File: src/rtl/pwm_steer_pkg.sv
package pwm_steer_pkg;
  localparam int unsigned PIN_N  = 4;
  localparam int unsigned PAIR_N = 2;

  typedef logic [PIN_N-1:0]  pin_vec_t;
  typedef logic [PAIR_N-1:0] pol_vec_t;

  // pins A..D map to pairs A/C and B/D
  function automatic int unsigned pair_of(input int unsigned pin);
    return pin % PAIR_N;
  endfunction
endpackage

File: src/rtl/pwm_steer_sel.sv
module pwm_steer_sel
  import pwm_steer_pkg::*;
(
  input  logic     clk,
  input  logic     rst_n,
  input  logic     wr,
  input  pin_vec_t wdata,
  input  logic     sync_mode,
  input  logic     period_start,
  output pin_vec_t active
);
  pin_vec_t pend_q;
  logic     pend_v_q;
  pin_vec_t act_q;

  always_ff @(posedge clk) begin
    if (!rst_n) begin
      act_q    <= '0;
      pend_q   <= '0;
      pend_v_q <= 1'b0;
    end else if (wr && !sync_mode) begin
      act_q    <= wdata;
      pend_v_q <= 1'b0;
    end else if (sync_mode && period_start) begin
      if (wr)            act_q <= wdata;
      else if (pend_v_q) act_q <= pend_q;
      pend_v_q <= 1'b0;
    end else if (wr) begin
      pend_q   <= wdata;
      pend_v_q <= 1'b1;
    end
  end

  assign active = act_q;
endmodule

File: src/rtl/pwm_period_mon.sv
module pwm_period_mon #(
  parameter int unsigned FLAG_AT = 2
) (
  input  logic clk,
  input  logic rst_n,
  input  logic run,
  input  logic period_start,
  input  logic clr,
  output logic flag
);
  localparam int unsigned CW = $clog2(FLAG_AT + 1);
  localparam logic [CW-1:0] SET_AT = CW'(FLAG_AT - 1);
  localparam logic [CW-1:0] SAT    = CW'(FLAG_AT);

  logic [CW-1:0] cnt_q;
  logic          flag_q;
  logic          set_now;

  assign set_now = run && period_start && (cnt_q == SET_AT);

  always_ff @(posedge clk) begin
    if (!rst_n) begin
      cnt_q <= '0;
    end else if (!run) begin
      cnt_q <= '0;
    end else if (period_start && (cnt_q != SAT)) begin
      cnt_q <= cnt_q + 1'b1;
    end
  end

  always_ff @(posedge clk) begin
    if (!rst_n)       flag_q <= 1'b0;
    else if (set_now) flag_q <= 1'b1;
    else if (clr)     flag_q <= 1'b0;
  end

  assign flag = flag_q;
endmodule

File: src/rtl/pwm_pin_drive.sv
module pwm_pin_drive (
  input  logic steer,
  input  logic pwm,
  input  logic inv,
  input  logic port_bit,
  input  logic en,
  output logic out,
  output logic oe
);
  logic level;

  always_comb begin
    level = steer ? (pwm ^ inv) : port_bit;
    out   = en & level;
    oe    = en;
  end
endmodule

File: src/rtl/pwm_steer.sv
module pwm_steer
  import pwm_steer_pkg::*;
#(
  parameter int unsigned FLAG_AT = 2
) (
  input  logic             clk,
  input  logic             rst_n,
  input  logic             pwm_in,
  input  logic             period_start,
  input  logic             pwm_run,
  input  logic             steer_wr,
  input  logic [PIN_N-1:0] steer_data,
  input  logic             sync_mode,
  input  logic [PAIR_N-1:0] pol_sel,
  input  logic [PIN_N-1:0] port_data,
  input  logic             drv_en,
  input  logic             flag_clr,
  output logic [PIN_N-1:0] pin_out,
  output logic [PIN_N-1:0] pin_oe,
  output logic             period_flag
);
  pin_vec_t steer_act;

  pwm_steer_sel u_sel (
    .clk          (clk),
    .rst_n        (rst_n),
    .wr           (steer_wr),
    .wdata        (steer_data),
    .sync_mode    (sync_mode),
    .period_start (period_start),
    .active       (steer_act)
  );

  pwm_period_mon #(.FLAG_AT(FLAG_AT)) u_mon (
    .clk          (clk),
    .rst_n        (rst_n),
    .run          (pwm_run),
    .period_start (period_start),
    .clr          (flag_clr),
    .flag         (period_flag)
  );

  for (genvar i = 0; i < PIN_N; i++) begin : g_pin
    localparam int unsigned PR = pair_of(i);
    pwm_pin_drive u_drv (
      .steer    (steer_act[i]),
      .pwm      (pwm_in),
      .inv      (pol_sel[PR]),
      .port_bit (port_data[i]),
      .en       (drv_en),
      .out      (pin_out[i]),
      .oe       (pin_oe[i])
    );
  end
endmodule

File: config.mk
export PLATFORM = sky130hd
export DESIGN_NAME = pwm_steer
export DESIGN_NICKNAME = d
export VERILOG_FILES = /design/src/rtl/pwm_steer_pkg.sv /design/src/rtl/pwm_steer_sel.sv /design/src/rtl/pwm_period_mon.sv /design/src/rtl/pwm_pin_drive.sv /design/src/rtl/pwm_steer.sv
export SDC_FILE = /design/constraint.sdc
export NUM_CORES = 1
export LEC_CHECK = 0
export ABC_AREA = 1
export BUFFER_PORTS_ARGS = -buffer_cell sky130_fd_sc_hd__buf_4
export CORE_MARGIN = 5
export CORE_UTILIZATION = 44
export CTS_BUF_LIST = sky130_fd_sc_hd__clkbuf_2 sky130_fd_sc_hd__clkbuf_4 sky130_fd_sc_hd__clkbuf_8
export DETAILED_ROUTE_END_ITERATION = 8
export PLACE_DENSITY = 0.86
export SYNTH_ARGS = -nofsm -noshare
export SYNTH_HDL_FRONTEND = slang
export SYNTH_SLANG_ARGS = --single-unit
File: constraint.sdc
create_clock -name clk -period 1 [get_ports clk]
set_input_delay 0.05 -clock clk [delete_from_list [all_inputs] [get_ports clk]]
set_output_delay 0.05 -clock clk [all_outputs]
set_load 0.02 [all_outputs]
# Word-level counts from Yosys, hierarchy flattened
# Cells that the tools add are included.
totals:
  register_bits: 12
  word_cells: 40
  output_inout_bits: 9
  inputBits: 19
classes:
  muxes: 10
  n_bitwise: 9
  eq_ne: 2
  add_sub_neg: 1
  reduce_logical: 13
op_table:
  columns: ["cell", "count"]
  rows:
  - ["2-to-1 mux 4 bit", 4]
  - ["2-to-1 mux 1 bit", 6]
  - ["logical AND 1 bit", 5]
  - ["bitwise AND 1 bit", 4]
  - ["AND reduction 2 bit", 2]
  - ["nonzero test 2 bit", 2]
  - ["inverter 1 bit", 3]
  - ["AND reduction 3 bit", 1]
  - ["nonzero test 3 bit", 1]
  - ["OR reduction 3 bit", 1]
  - ["adder 2 x 1 -> 2 bit, second input constant", 1]
  - ["equality test 2 x 1 -> 1 bit, second input constant", 1]
  - ["inequality test 2 bit, second input constant", 1]
  - ["bitwise XOR 1 bit", 2]
  - ["zero test 1 bit", 1]

# Depth between registers and ports, before layout
depth:
  ltp_word: 4
  depth_mapped: 7
  mapped_depth_nobuf: 7

# Modules after synthesis
# A second synthesis with hierarchy kept.
hier_totals:
  hier_cells: 118
  area_unflattened_um2: 783.3
modules_own_cells:
  columns: ["module", "instances", "cells_per_inst", "area_per_inst_um2", "seq_area_each_um2"]
  rows:
  - ["pwm_steer_sel", 1, 61, 457.9, 180.2]
  - ["pwm_pin_drive", 4, 9, 42.5, 0.0]
  - ["pwm_period_mon", 1, 21, 155.1, 60.1]

# Worst setup path after synthesis
# OpenSTA, ideal clock, no wires.
synth_path:
  path_type: "flip-flop to flip-flop"
  start: "register u_mon.cnt_q[0]"
  end: "register u_mon.cnt_q[0]"
  setup_ns: 0.116
  period_less_slack_ns: 0.985
  required_time_ns: 0.884
  n_path_buf: 0
  path_stages_with_launch: 7
  path_slack_ns: 0.015
  arrival_ns: 0.869
  cell_sequence: "dfxtp_1 > inv_1 > ha_1 > nor2_1 > inv_1 > nand2_1 > a21oi_1"
synth_via:
  elab_chain_cells: 2
  elab_cells_between_ends: 3
  cone_classes: "add/sub: 1; eq/ne: 1; reduce/logical: 1"
synth_lines:
  columns: ["element", "line_no", "rtl"]
  rows:
  - ["start, declared", "pwm_period_mon.sv:15", "logic [CW-1:0] cnt_q;"]
  - ["start signal, assigned", "pwm_period_mon.sv:27", "cnt_q <= cnt_q + 1'b1;"]
  - ["branches (longest 2 deep; another with adder 2 x 1 -> 2 bit)", null, null]
# Parallel ways; which one is timed is not known.
# A chain may end at the register's enable or synchronous reset.

# Worst setup path in the final report
layout_path:
  start: "register u_sel.act_q[1] (netlist: u_sel.active[1])"
  end: "output port pin_out[1]"
layout_via:
  elab_chain_cells: 2
layout_lines:
  columns: ["element", "line_no", "rtl"]
  rows:
  - ["start, declared", "pwm_steer_sel.sv:14", "pin_vec_t act_q;"]
  - ["start signal, assigned", "pwm_steer_sel.sv:22", "act_q <= wdata;"]
  - ["start signal, assigned", "pwm_steer_sel.sv:25", "if (wr) act_q <= wdata;"]
  - ["start signal, assigned", "pwm_steer_sel.sv:26", "else if (pend_v_q) act_q <= pend_q;"]
  - ["2-to-1 mux 1 bit", "pwm_pin_drive.sv:13", "level = steer ? (pwm ^ inv) : port_bit;"]
  - ["bitwise AND 1 bit", "pwm_pin_drive.sv:14", "out = en & level;"]
  - ["end, declared", "pwm_steer.sv:18", "output logic [PIN_N-1:0] pin_out,"]
# Every way passes these cells.

==> reports/qor.txt <==
Setup Fix Bufs, Post-CTS -> 0
Hold Path Class -> input pin to register
Highest Clock Rate -> 971 MHz
# Max-Cap Violations -> 0
Drt wl/cell -> 10.6 µm
GRT Total Usage -> 0.117
FP Rows -> 14
GPL Wtd Cong -> 0.715
Post-route clock skew -> 0.00172 ns
Number of global-route vias before repair -> 617
Die ar. -> 2580 µm²
Crit path launch type -> register
Total CTS buffers -> 3
Unique masters post-synth -> 20
Filler Cell Count -> 145
R2R depth -> 6
Worst-Margin Slew -> 0.197 ns
DRT iter0 DRCs -> 4
Fin. Hold Viols -> 0
# clock sinks -> 12
Largest net degree at the start of global routing -> 13
Worst setup EP type -> primary output
RSZ-0062 raised after global routing -> true
Yosys warnings -> 0
Post-layout worst setup margin -> -0.0302 ns
Final setup TNS -> -0.0941 ns
Clk buf depth -> 2
Min Tclk post-route -> 1.03 ns
Area of the multi-input gates -> 383 µm²
Core area -> 1540 µm²
CTS tree -> built
Clk Latency, worst-skew pair -> 0.27 ns
Worst Path Max Fanout -> 3
CP startpoint -> u_sel.active[1]$_SDFFE_PN0P_
CP arrival -> 0.98 ns
Max-slew violations -> 0
Leak pwr -> 0.489 nW
Global-route wire length before repair -> 2.44 mm
Final WL -> 1.54 mm
Setup Viol. Count Final -> 4
Ports -> 28
Port bufs -> 27
Worst R2R Setup Slack -> 0.03 ns
Kind of critical path -> register to primary output
Initial Util -> 0.475
Remaining antenna violation count -> 0
DRC -> 0
Worst hold slack -> 0.00818 ns
Share of cells above drive strength 1 -> 0.403
DP Worst Slack -> -0.0788 ns
Reg-to-Reg Start -> u_mon.cnt_q[0]$_SDFFE_PN0P_
Status -> finished, violations left
Failing checks -> setup timing
DR pass1 iterations -> 3
Critical Path RT -> 0.95 ns
Ant diodes -> 0
Nets -> 151
Die X -> 50.8 µm
Die Height -> 50.8 µm
Flops & latches, synth -> 12
Reg-to-Reg End -> u_mon.cnt_q[0]$_SDFFE_PN0P_
Syn_area_per_cell -> 6.84 µm²
Routed vias -> 674
Post-DP HPWL -> 1.16 mm
Relative slew slack -> 0.867
Peak supply drop -> 0.892 mV
Antenna violations before repair -> 0
CTS Root Cell -> clkbuf_4
Commonest non-fill, non-tap cell in the layout -> nand2_1
Worst setup path endpoint -> pin_out[1]
Post-route clock period utilization -> 1.03
Area delta synth->final -> 33.7%
Sequential cell area -> 246 µm²
Congestion Overflow GR -> 0
Syn_nets -> 128
Power density cells -> 1260 nW/µm²
Seq/Total Area, Yosys -> 0.328
Clock edge transition at the registers on the reported setup and hold paths -> 0.08 ns
Via density -> 4.65
Post-Syn Area -> 732 µm²
Synthesized instance count -> 107
Most frequent cells in the layout -> nand2_1 (26), buf_4 (24), inv_1 (15), dfxtp_1 (7), nor2_1 (6)
H-Tree Depth -> 1
## metal layers
layer  up-vias  track usage  share of wire
met5         -            0              0
met1       284        0.125           0.41
met2        26        0.219           0.47
met4         0       0.0383         0.0098
met3         2       0.0296           0.11
li1        362            -              -
## how the worst min path moves through the flow
stage	start	slack (ns)	endpoint	depth (start not counted)
after floorplan	pwm_run	0.17	u_mon.cnt_q[0]$_SDFFE_PN0P_	2
after global placement	pwm_run	0.30	u_mon.cnt_q[0]$_SDFFE_PN0P_	3
after detailed placement	pwm_run	0.30	u_mon.cnt_q[0]$_SDFFE_PN0P_	3
after CTS	pwm_run	0.006	u_mon.cnt_q[0]$_SDFFE_PN0P_	3
after global routing	pwm_run	0.02	u_mon.cnt_q[0]$_SDFFE_PN0P_	3
final	pwm_run	0.008	u_mon.cnt_q[0]$_SDFFE_PN0P_	3
## power breakdown
part	switching, mW	leakage, nW	internal [mW]
Sequential	0.0152	0.100	0.509
Combinational	0.164	0.368	0.152
Clock	0.173	0.0210	0.221
## critical path, stage by stage (launching register included)
cell and delay, ns:
dfxtp_2 0.33, o21a_1 0.16, nand2_1 0.05, inv_1 0.04
buf_6 0.12
## stage by stage
stage               cells  power [mW]  instance area (µm²)  utilization
global placement      141       0.810                  890        0.577
global route          145        1.30                  978        0.635
CTS                   145        1.23                  961        0.623
floorplan             107       0.728                  732            -
detailed placement    141       0.822                  890        0.577
finish                145        1.24                  978        0.635
## flip-flops by register name, indices dropped and copies added (netlist names)
register        flops
u_sel.pend_v_q      1
u_sel.active        4
u_sel.pend_q        4
u_mon.cnt_q         2
u_mon.flag          1
## what timing repair did
action | 4_1_cts | 5_1_grt
pin swaps | 9 | 2
cloned | 0 | 0
hold buffers | 0 | 0
endpoints found under the setup margin | 6 | 7
resized for setup | 14 | 4
## layout make-up
class | count | area share
multi-input cells | 67 | 0.391
inverters | 18 | 0.0691
flip-flops and latches | 12 | 0.252
clock buffers | 4 | 0.0371
repair buffers | 28 | 0.230
well taps | 16 | 0.0205
## cell families (layout without fill, tap and decap cells)
kind of cell | Yosys count | after routing | share of synthesized area
compound gates | 19 | 19 | 0.147
fa+ha+maj | 2 | 2 | 0.0342
flops | 12 | 12 | 0.328
buf+inv | 28 | 50 | 0.191
simple gates | 44 | 44 | 0.275
xor+xnor | 2 | 2 | 0.0239
## synthesized netlist by cell type
| master | number | share of area |
|---|---|---|
| nand2_1 | 27 | 0.14 |
| inv_1 | 17 | 0.087 |
| dfxtp_1 | 12 | 0.33 |
| buf_4 | 9 | 0.092 |
| nor2_1 | 7 | 0.036 |
| a21oi_1 | 6 | 0.041 |
| o21a_1 | 4 | 0.041 |
| o21ai_0 | 4 | 0.027 |
| o21ai_1 | 4 | 0.027 |
| nor2_2 | 3 | 0.026 |
| ha_1 | 2 | 0.034 |
| nand2_4 | 2 | 0.031 |
| nand3_1 | 2 | 0.014 |
| xnor2_1 | 2 | 0.024 |
| a21boi_0 | 1 | 0.010 |
| buf_2 | 1 | 0.0068 |
| inv_2 | 1 | 0.0051 |
| nand2_2 | 1 | 0.0086 |
| nand3_2 | 1 | 0.014 |
| or2_1 | 1 | 0.0086 |
No activity file was read; power rests on OpenSTA's default activity.
